File: src/rtl/shadow_regfile_pkg.sv
package shadow_regfile_pkg;
  typedef enum logic [1:0] {
    PAIR_BC = 2'b00,
    PAIR_DE = 2'b01,
    PAIR_HL = 2'b10,
    PAIR_AF = 2'b11
  } pair_e;

  // True when an issued opcode matches the target opcode
  function automatic logic op_hit(input logic vld, input logic [7:0] code,
                                  input logic [7:0] target);
    return vld && (code == target);
  endfunction

  // Selects the visible copy given the group's select state
  function automatic logic [15:0] pick_copy(input logic alt,
                                            input logic [15:0] main_v,
                                            input logic [15:0] alt_v);
    return alt ? alt_v : main_v;
  endfunction
endpackage

File: src/rtl/xchg_decode.sv
module xchg_decode
  import shadow_regfile_pkg::*;
#(
  parameter logic [7:0] OP_ACC = 8'h08,
  parameter logic [7:0] OP_GEN = 8'hD9
) (
  input  logic       op_valid,
  input  logic [7:0] op_code,
  output logic       swap_acc,
  output logic       swap_gen
);
  always_comb begin
    swap_acc = op_hit(op_valid, op_code, OP_ACC);
    swap_gen = op_hit(op_valid, op_code, OP_GEN);
  end
endmodule

File: src/rtl/xchg_bank.sv
module xchg_bank
  import shadow_regfile_pkg::*;
#(
  parameter int NPAIRS = 3,
  parameter int W      = 16,
  localparam int IDX_W = (NPAIRS > 1) ? $clog2(NPAIRS) : 1
) (
  input  logic              clk,
  input  logic              rst_n,
  input  logic              swap,
  input  logic              wr_en,
  input  logic [IDX_W-1:0]  wr_idx,
  input  logic [W-1:0]      wr_data,
  input  logic [IDX_W-1:0]  rd_idx,
  output logic [W-1:0]      rd_data,
  output logic [NPAIRS*W-1:0] vis_flat
);
  logic [W-1:0] copy_m [NPAIRS];
  logic [W-1:0] copy_a [NPAIRS];
  logic         alt_q;

  // The select flop steers accesses; externally this equals a content swap
  always_ff @(posedge clk) begin
    if (!rst_n) begin
      alt_q <= 1'b0;
      for (int i = 0; i < NPAIRS; i++) begin
        copy_m[i] <= '0;
        copy_a[i] <= '0;
      end
    end else begin
      if (swap) alt_q <= ~alt_q;
      if (wr_en && (int'(wr_idx) < NPAIRS)) begin
        if (alt_q) copy_a[wr_idx] <= wr_data;
        else       copy_m[wr_idx] <= wr_data;
      end
    end
  end

  always_comb begin
    rd_data = '0;
    for (int i = 0; i < NPAIRS; i++)
      if (int'(rd_idx) == i) rd_data = pick_copy(alt_q, copy_m[i], copy_a[i]);
  end

  for (genvar g = 0; g < NPAIRS; g++) begin : g_vis
    assign vis_flat[g*W +: W] = pick_copy(alt_q, copy_m[g], copy_a[g]);
  end
endmodule

File: src/rtl/ctl_regs.sv
module ctl_regs #(
  parameter int W    = 16,
  parameter int NREG = 4,
  localparam int SEL_W = $clog2(NREG)
) (
  input  logic              clk,
  input  logic              rst_n,
  input  logic [SEL_W-1:0]  sel,
  input  logic              wr_en,
  input  logic [W-1:0]      wr_data,
  output logic [W-1:0]      rd_data,
  output logic [NREG*W-1:0] vis_flat
);
  logic [W-1:0] regs_q [NREG];

  always_ff @(posedge clk) begin
    if (!rst_n) begin
      for (int i = 0; i < NREG; i++) regs_q[i] <= '0;
    end else if (wr_en) begin
      regs_q[sel] <= wr_data;
    end
  end

  assign rd_data = regs_q[sel];

  for (genvar g = 0; g < NREG; g++) begin : g_vis
    assign vis_flat[g*W +: W] = regs_q[g];
  end
endmodule

File: src/rtl/shadow_regfile.sv
module shadow_regfile
  import shadow_regfile_pkg::*;
#(
  parameter int         DATA_W = 16,
  parameter logic [7:0] OP_ACC = 8'h08,
  parameter logic [7:0] OP_GEN = 8'hD9
) (
  input  logic              clk,
  input  logic              rst_n,
  input  logic              op_valid,
  input  logic [7:0]        op_code,
  input  logic [1:0]        pair_sel,
  input  logic              pair_wr_en,
  input  logic [DATA_W-1:0] pair_wr_data,
  output logic [DATA_W-1:0] pair_rd_data,
  input  logic [1:0]        ctl_sel,
  input  logic              ctl_wr_en,
  input  logic [DATA_W-1:0] ctl_wr_data,
  output logic [DATA_W-1:0] ctl_rd_data
);
  localparam int GEN_PAIRS = 3;

  // Internal events brought out for the checker
  logic                          swap_acc, swap_gen;
  logic                          sel_is_acc;
  logic [DATA_W-1:0]             acc_rd, gen_rd;
  logic [DATA_W-1:0]             acc_vis;
  logic [GEN_PAIRS*DATA_W-1:0]   gen_vis;
  logic [4*DATA_W-1:0]           ctl_vis;

  assign sel_is_acc = (pair_sel == PAIR_AF);

  xchg_decode #(.OP_ACC(OP_ACC), .OP_GEN(OP_GEN)) u_dec (
    .op_valid (op_valid),
    .op_code  (op_code),
    .swap_acc (swap_acc),
    .swap_gen (swap_gen)
  );

  xchg_bank #(.NPAIRS(1), .W(DATA_W)) u_acc (
    .clk      (clk),
    .rst_n    (rst_n),
    .swap     (swap_acc),
    .wr_en    (pair_wr_en && sel_is_acc),
    .wr_idx   (1'b0),
    .wr_data  (pair_wr_data),
    .rd_idx   (1'b0),
    .rd_data  (acc_rd),
    .vis_flat (acc_vis)
  );

  xchg_bank #(.NPAIRS(GEN_PAIRS), .W(DATA_W)) u_gen (
    .clk      (clk),
    .rst_n    (rst_n),
    .swap     (swap_gen),
    .wr_en    (pair_wr_en && !sel_is_acc),
    .wr_idx   (pair_sel),
    .wr_data  (pair_wr_data),
    .rd_idx   (pair_sel),
    .rd_data  (gen_rd),
    .vis_flat (gen_vis)
  );

  ctl_regs #(.W(DATA_W), .NREG(4)) u_ctl (
    .clk      (clk),
    .rst_n    (rst_n),
    .sel      (ctl_sel),
    .wr_en    (ctl_wr_en),
    .wr_data  (ctl_wr_data),
    .rd_data  (ctl_rd_data),
    .vis_flat (ctl_vis)
  );

  assign pair_rd_data = sel_is_acc ? acc_rd : gen_rd;
endmodule

File: config.mk
export PLATFORM = sky130hd
export DESIGN_NAME = shadow_regfile
export DESIGN_NICKNAME = d
export VERILOG_FILES = /design/src/rtl/shadow_regfile_pkg.sv /design/src/rtl/xchg_decode.sv /design/src/rtl/xchg_bank.sv /design/src/rtl/ctl_regs.sv /design/src/rtl/shadow_regfile.sv
export SDC_FILE = /design/constraint.sdc
export NUM_CORES = 1
export LEC_CHECK = 0
export ABC_AREA = 1
export BUFFER_PORTS_ARGS = -buffer_cell sky130_fd_sc_hd__buf_2
export CORE_MARGIN = 5
export CORE_UTILIZATION = 50
export CTS_CLUSTER_DIAMETER = 150
export DETAILED_ROUTE_END_ITERATION = 10
export MAX_ROUTING_LAYER = met4
export PLACE_DENSITY = 0.72
export SLEW_MARGIN = 20
export SYNTH_ARGS = -nofsm -noshare
export SYNTH_HDL_FRONTEND = slang
export SYNTH_SLANG_ARGS = --single-unit
File: constraint.sdc
create_clock -name clk -period 2 [get_ports clk]
set_clock_uncertainty 0.15 [all_clocks]
set_input_delay 0.3 -clock clk [delete_from_list [all_inputs] [get_ports clk]]
set_output_delay 0.3 -clock clk [all_outputs]
set_load 0.05 [all_outputs]
==> results.tsv <==
metric	value	unit
slowest_delay	0.38	ns
coreArea	17180	um2
max-cap-violations	0	
cp.arrival	1.74	ns
synth_area_leaders	edfxtp_1 (67%), nor2_1 (13%), o21ai_0 (3.1%)	
final_nets	960	
drt_wl_total	21.34	mm
slew_headroom	68.52	%
syn_to_final_growth	24.48	%
startpoint_type	flop	
final_min_period_over_clock_period	109.5	%
dpl.hpwl	13.72	mm
yosys_most_used_dff	edfxtp_1	
min_path_type	in2reg	
dr.pass1.iters	7	
use_met1	26.66	%
endpoint_kind	primary output	
drive_gt1_share	27.41	%
critPathMostFrequentCell	nor2_1	
synth-edff-count	192	
holdCritStartpoint	ctl_wr_data[7]	
synth.distinct_cells	28	
path_delay_family	buffers and inverters	
drt_iter0_markers	616	
cts_tree	yes	
final.min_clock_period	2.190	ns
cts.sinks	194	
cellInternalPower	6.973	mW
async_reset_ff_share	0	%
grt.overflow.total	0	
path_buf_inv	3	
die_y	141.7	um
grt_setup_unrepaired	true	
synth.most_common_cell	nor2_1	
antenna_found_initial	0	
peakVddDrop	0.6510	mV
track_usage	21.58	%
hold_violations	0	
worst_slew_pin_slew	0.4711	ns
syn_inst	784	
power	9.214	mW
pwr-share-seq	51.4	%
met3_usage	3.505	%
synth_warnings	0	
avgSynthCellArea	11.06	um2
clkPwrFrac	37.2	%
htreeDepth	4	
post-route-util	62.82	%
rr_startpoint	u_gen.alt_q	
p_sw_share	24.32	%
use_met2	37.09	%
report.final.slew_viol_count	0	
ant_nets	0	
place.gp.congestion	0.8116	
clockBufferDepth	2	
cp_max_fo	18	
cp-startpoint	u_acc.alt_q	
yosysTopAreaCellShare	66.51	%
clock_latency	0.43	ns
root_buffer	clkbuf_16	
clk_pin_slew	0.07	ns
clock.fmax	0.4566	GHz
worstSetupPathType	reg2out	
num_rows	48	
finalSetupViolCount	16	
io-pin-count	81	
p_leak	4.445	nW
viasPerCell	5.442	
crit_slowest_cell	dfxtp_2	
grt_first_pass_wirelength	32.20	mm
grt_max_degree	39	
synth_seq_cells	194	
synth.top_cells.by_count	nor2_1 (300), edfxtp_1 (192), o21ai_0 (53), inv_1 (40), nand2_1 (27)	
path_cells	clkinv_2 > buf_12 > nor2_1 > nor2_1 > o21ai_0 > nand4_1 > buf_6	
antennaDiodeCount	0	
post-place-ws	0.04183	ns
yosysTopAreaCell	edfxtp_1	
synth_area	8668	um2
grt_pass1_vias	6088	
portBuffers	80	
die-area	20070	um2
cts_made_buffers	17	
busiest_layer	met2	
critPathRequiredTime	1.55	ns
run_status	complete, but fails checks	
die_w	141.7	um
setup_ws	-0.1902	ns
drc_errors	0	
seq_area_frac_synth	66.97	%
synth_fp_nets	833	
wire_per_inst	18.58	um
power_density	853.9	nW/um2
combPwrFrac	11.4	%
violations	negative setup slack	
via_count	6247	
p_switching	2.241	mW
initial_core_util	50.47	%
## routing by layer
metal | wire, um | up-vias
li1 | - | 2949
met1 | 8550 | 3049
met2 | 11060 | 216
met3 | 1392 | 33
met4 | 332 | 0
met5 | 0 | -
## kinds of logic after synthesis
kind of cell	Yosys count	share of synthesized area, %
AOI/OAI and AO/OA	102	6.784
DFF	194	66.97
muxes	16	1.848
and+or+nand+nor	382	19.46
buffers and inverters	90	4.936
## flip-flops by register name, indices dropped and copies added, names as in the netlist
signal and count:
u_ctl.regs_q 64, u_gen.copy_a 48, u_gen.copy_m 48, u_acc.copy_a 16, u_acc.copy_m 16, u_acc.alt_q 1, u_gen.alt_q 1
## final cells by class
type / count / area (um2)
multi-input cells: 500 / 2633
inverters: 47 / 190.2
fillers: 1357 / 6386
clock buffers: 17 / 425.4
repair buffers: 151 / 1286
well taps: 225 / 281.5
clock inverters: 14 / 163.9
flip-flops and latches: 194 / 5811
## stage by stage
stage / cell area, um2 / hold WS (ns) / setup TNS, ns / std cells
global route: 10790 / 0.06468 / -3.439 / 1148
detailed placement: 9766 / 0.4985 / 0 / 1102
CTS: 10510 / 0.04658 / -2.251 / 1137
finish: 10790 / 0.06533 / -2.196 / 1148
global placement: 9766 / 0.4951 / 0 / 1102
floorplan: 8768 / 0.3787 / 0 / 784
## worst min-delay path, stage by stage
cell and delay (ns):
buf_2 0.07, inv_1 0.06, nor2_1 0.10
## worst paths after layout
| kind | endpoint | slack [ns] | cells after the start |
|---|---|---|---|
| min | u_ctl.regs_q[3][7] | 0.07 | 3 |
| max reg2reg | u_gen.copy_a[0][9] | 0.24 | 6 |
| min reg2reg | u_acc.alt_q | 0.66 | 4 |
| max | pair_rd_data[5] | -0.19 | 7 |
## power groups by stage
stage	Sequential, mW	Clock (mW)	Combinational [mW]
2_1_floorplan	4.80	0	0.651
3_3_place_gp	4.81	0	0.984
3_5_place_dp	4.81	0	0.998
4_1_cts	4.73	3.46	1.04
5_1_grt	4.75	3.64	1.12
6_report	4.73	3.43	1.05
## cell usage in the layout, fill, tap and decap left out, types with 2 or more instances in the layout
| master | count |
|---|---|
| buf_6 | 20 |
| buf_2 | 63 |
| nand4_2 | 2 |
| o21ai_2 | 6 |
| buf_12 | 14 |
| nand2_1 | 26 |
| nand4_1 | 18 |
| o21ai_1 | 30 |
| inv_2 | 3 |
| clkinv_2 | 5 |
| clkinv_4 | 3 |
| bufinv_16 | 3 |
| edfxtp_1 | 192 |
| or2_4 | 8 |
| or2_2 | 7 |
| o22ai_2 | 16 |
| inv_1 | 40 |
| nor2_2 | 5 |
| nor2_1 | 291 |
| inv_6 | 3 |
| nand4_4 | 7 |
| nor2_4 | 6 |
| mux2i_1 | 16 |
| clkinvlp_4 | 2 |
| o21a_1 | 7 |
| nand2_2 | 5 |
| buf_4 | 49 |
| nand3_1 | 6 |
| clkbuf_16 | 20 |
| o21ai_0 | 27 |
| o211ai_1 | 16 |
## what timing repair did
| action | CTS | global route |
|---|---|---|
| hold buffers | 0 | 0 |
| resized for setup | 51 | 59 |
| buffers inserted | 4 | 8 |
| setup endpoints to repair | 16 | 21 |
| gates cloned | 0 | 3 |
| pin swaps | 5 | 16 |
Note: power is estimated with default switching activity, not from simulation.
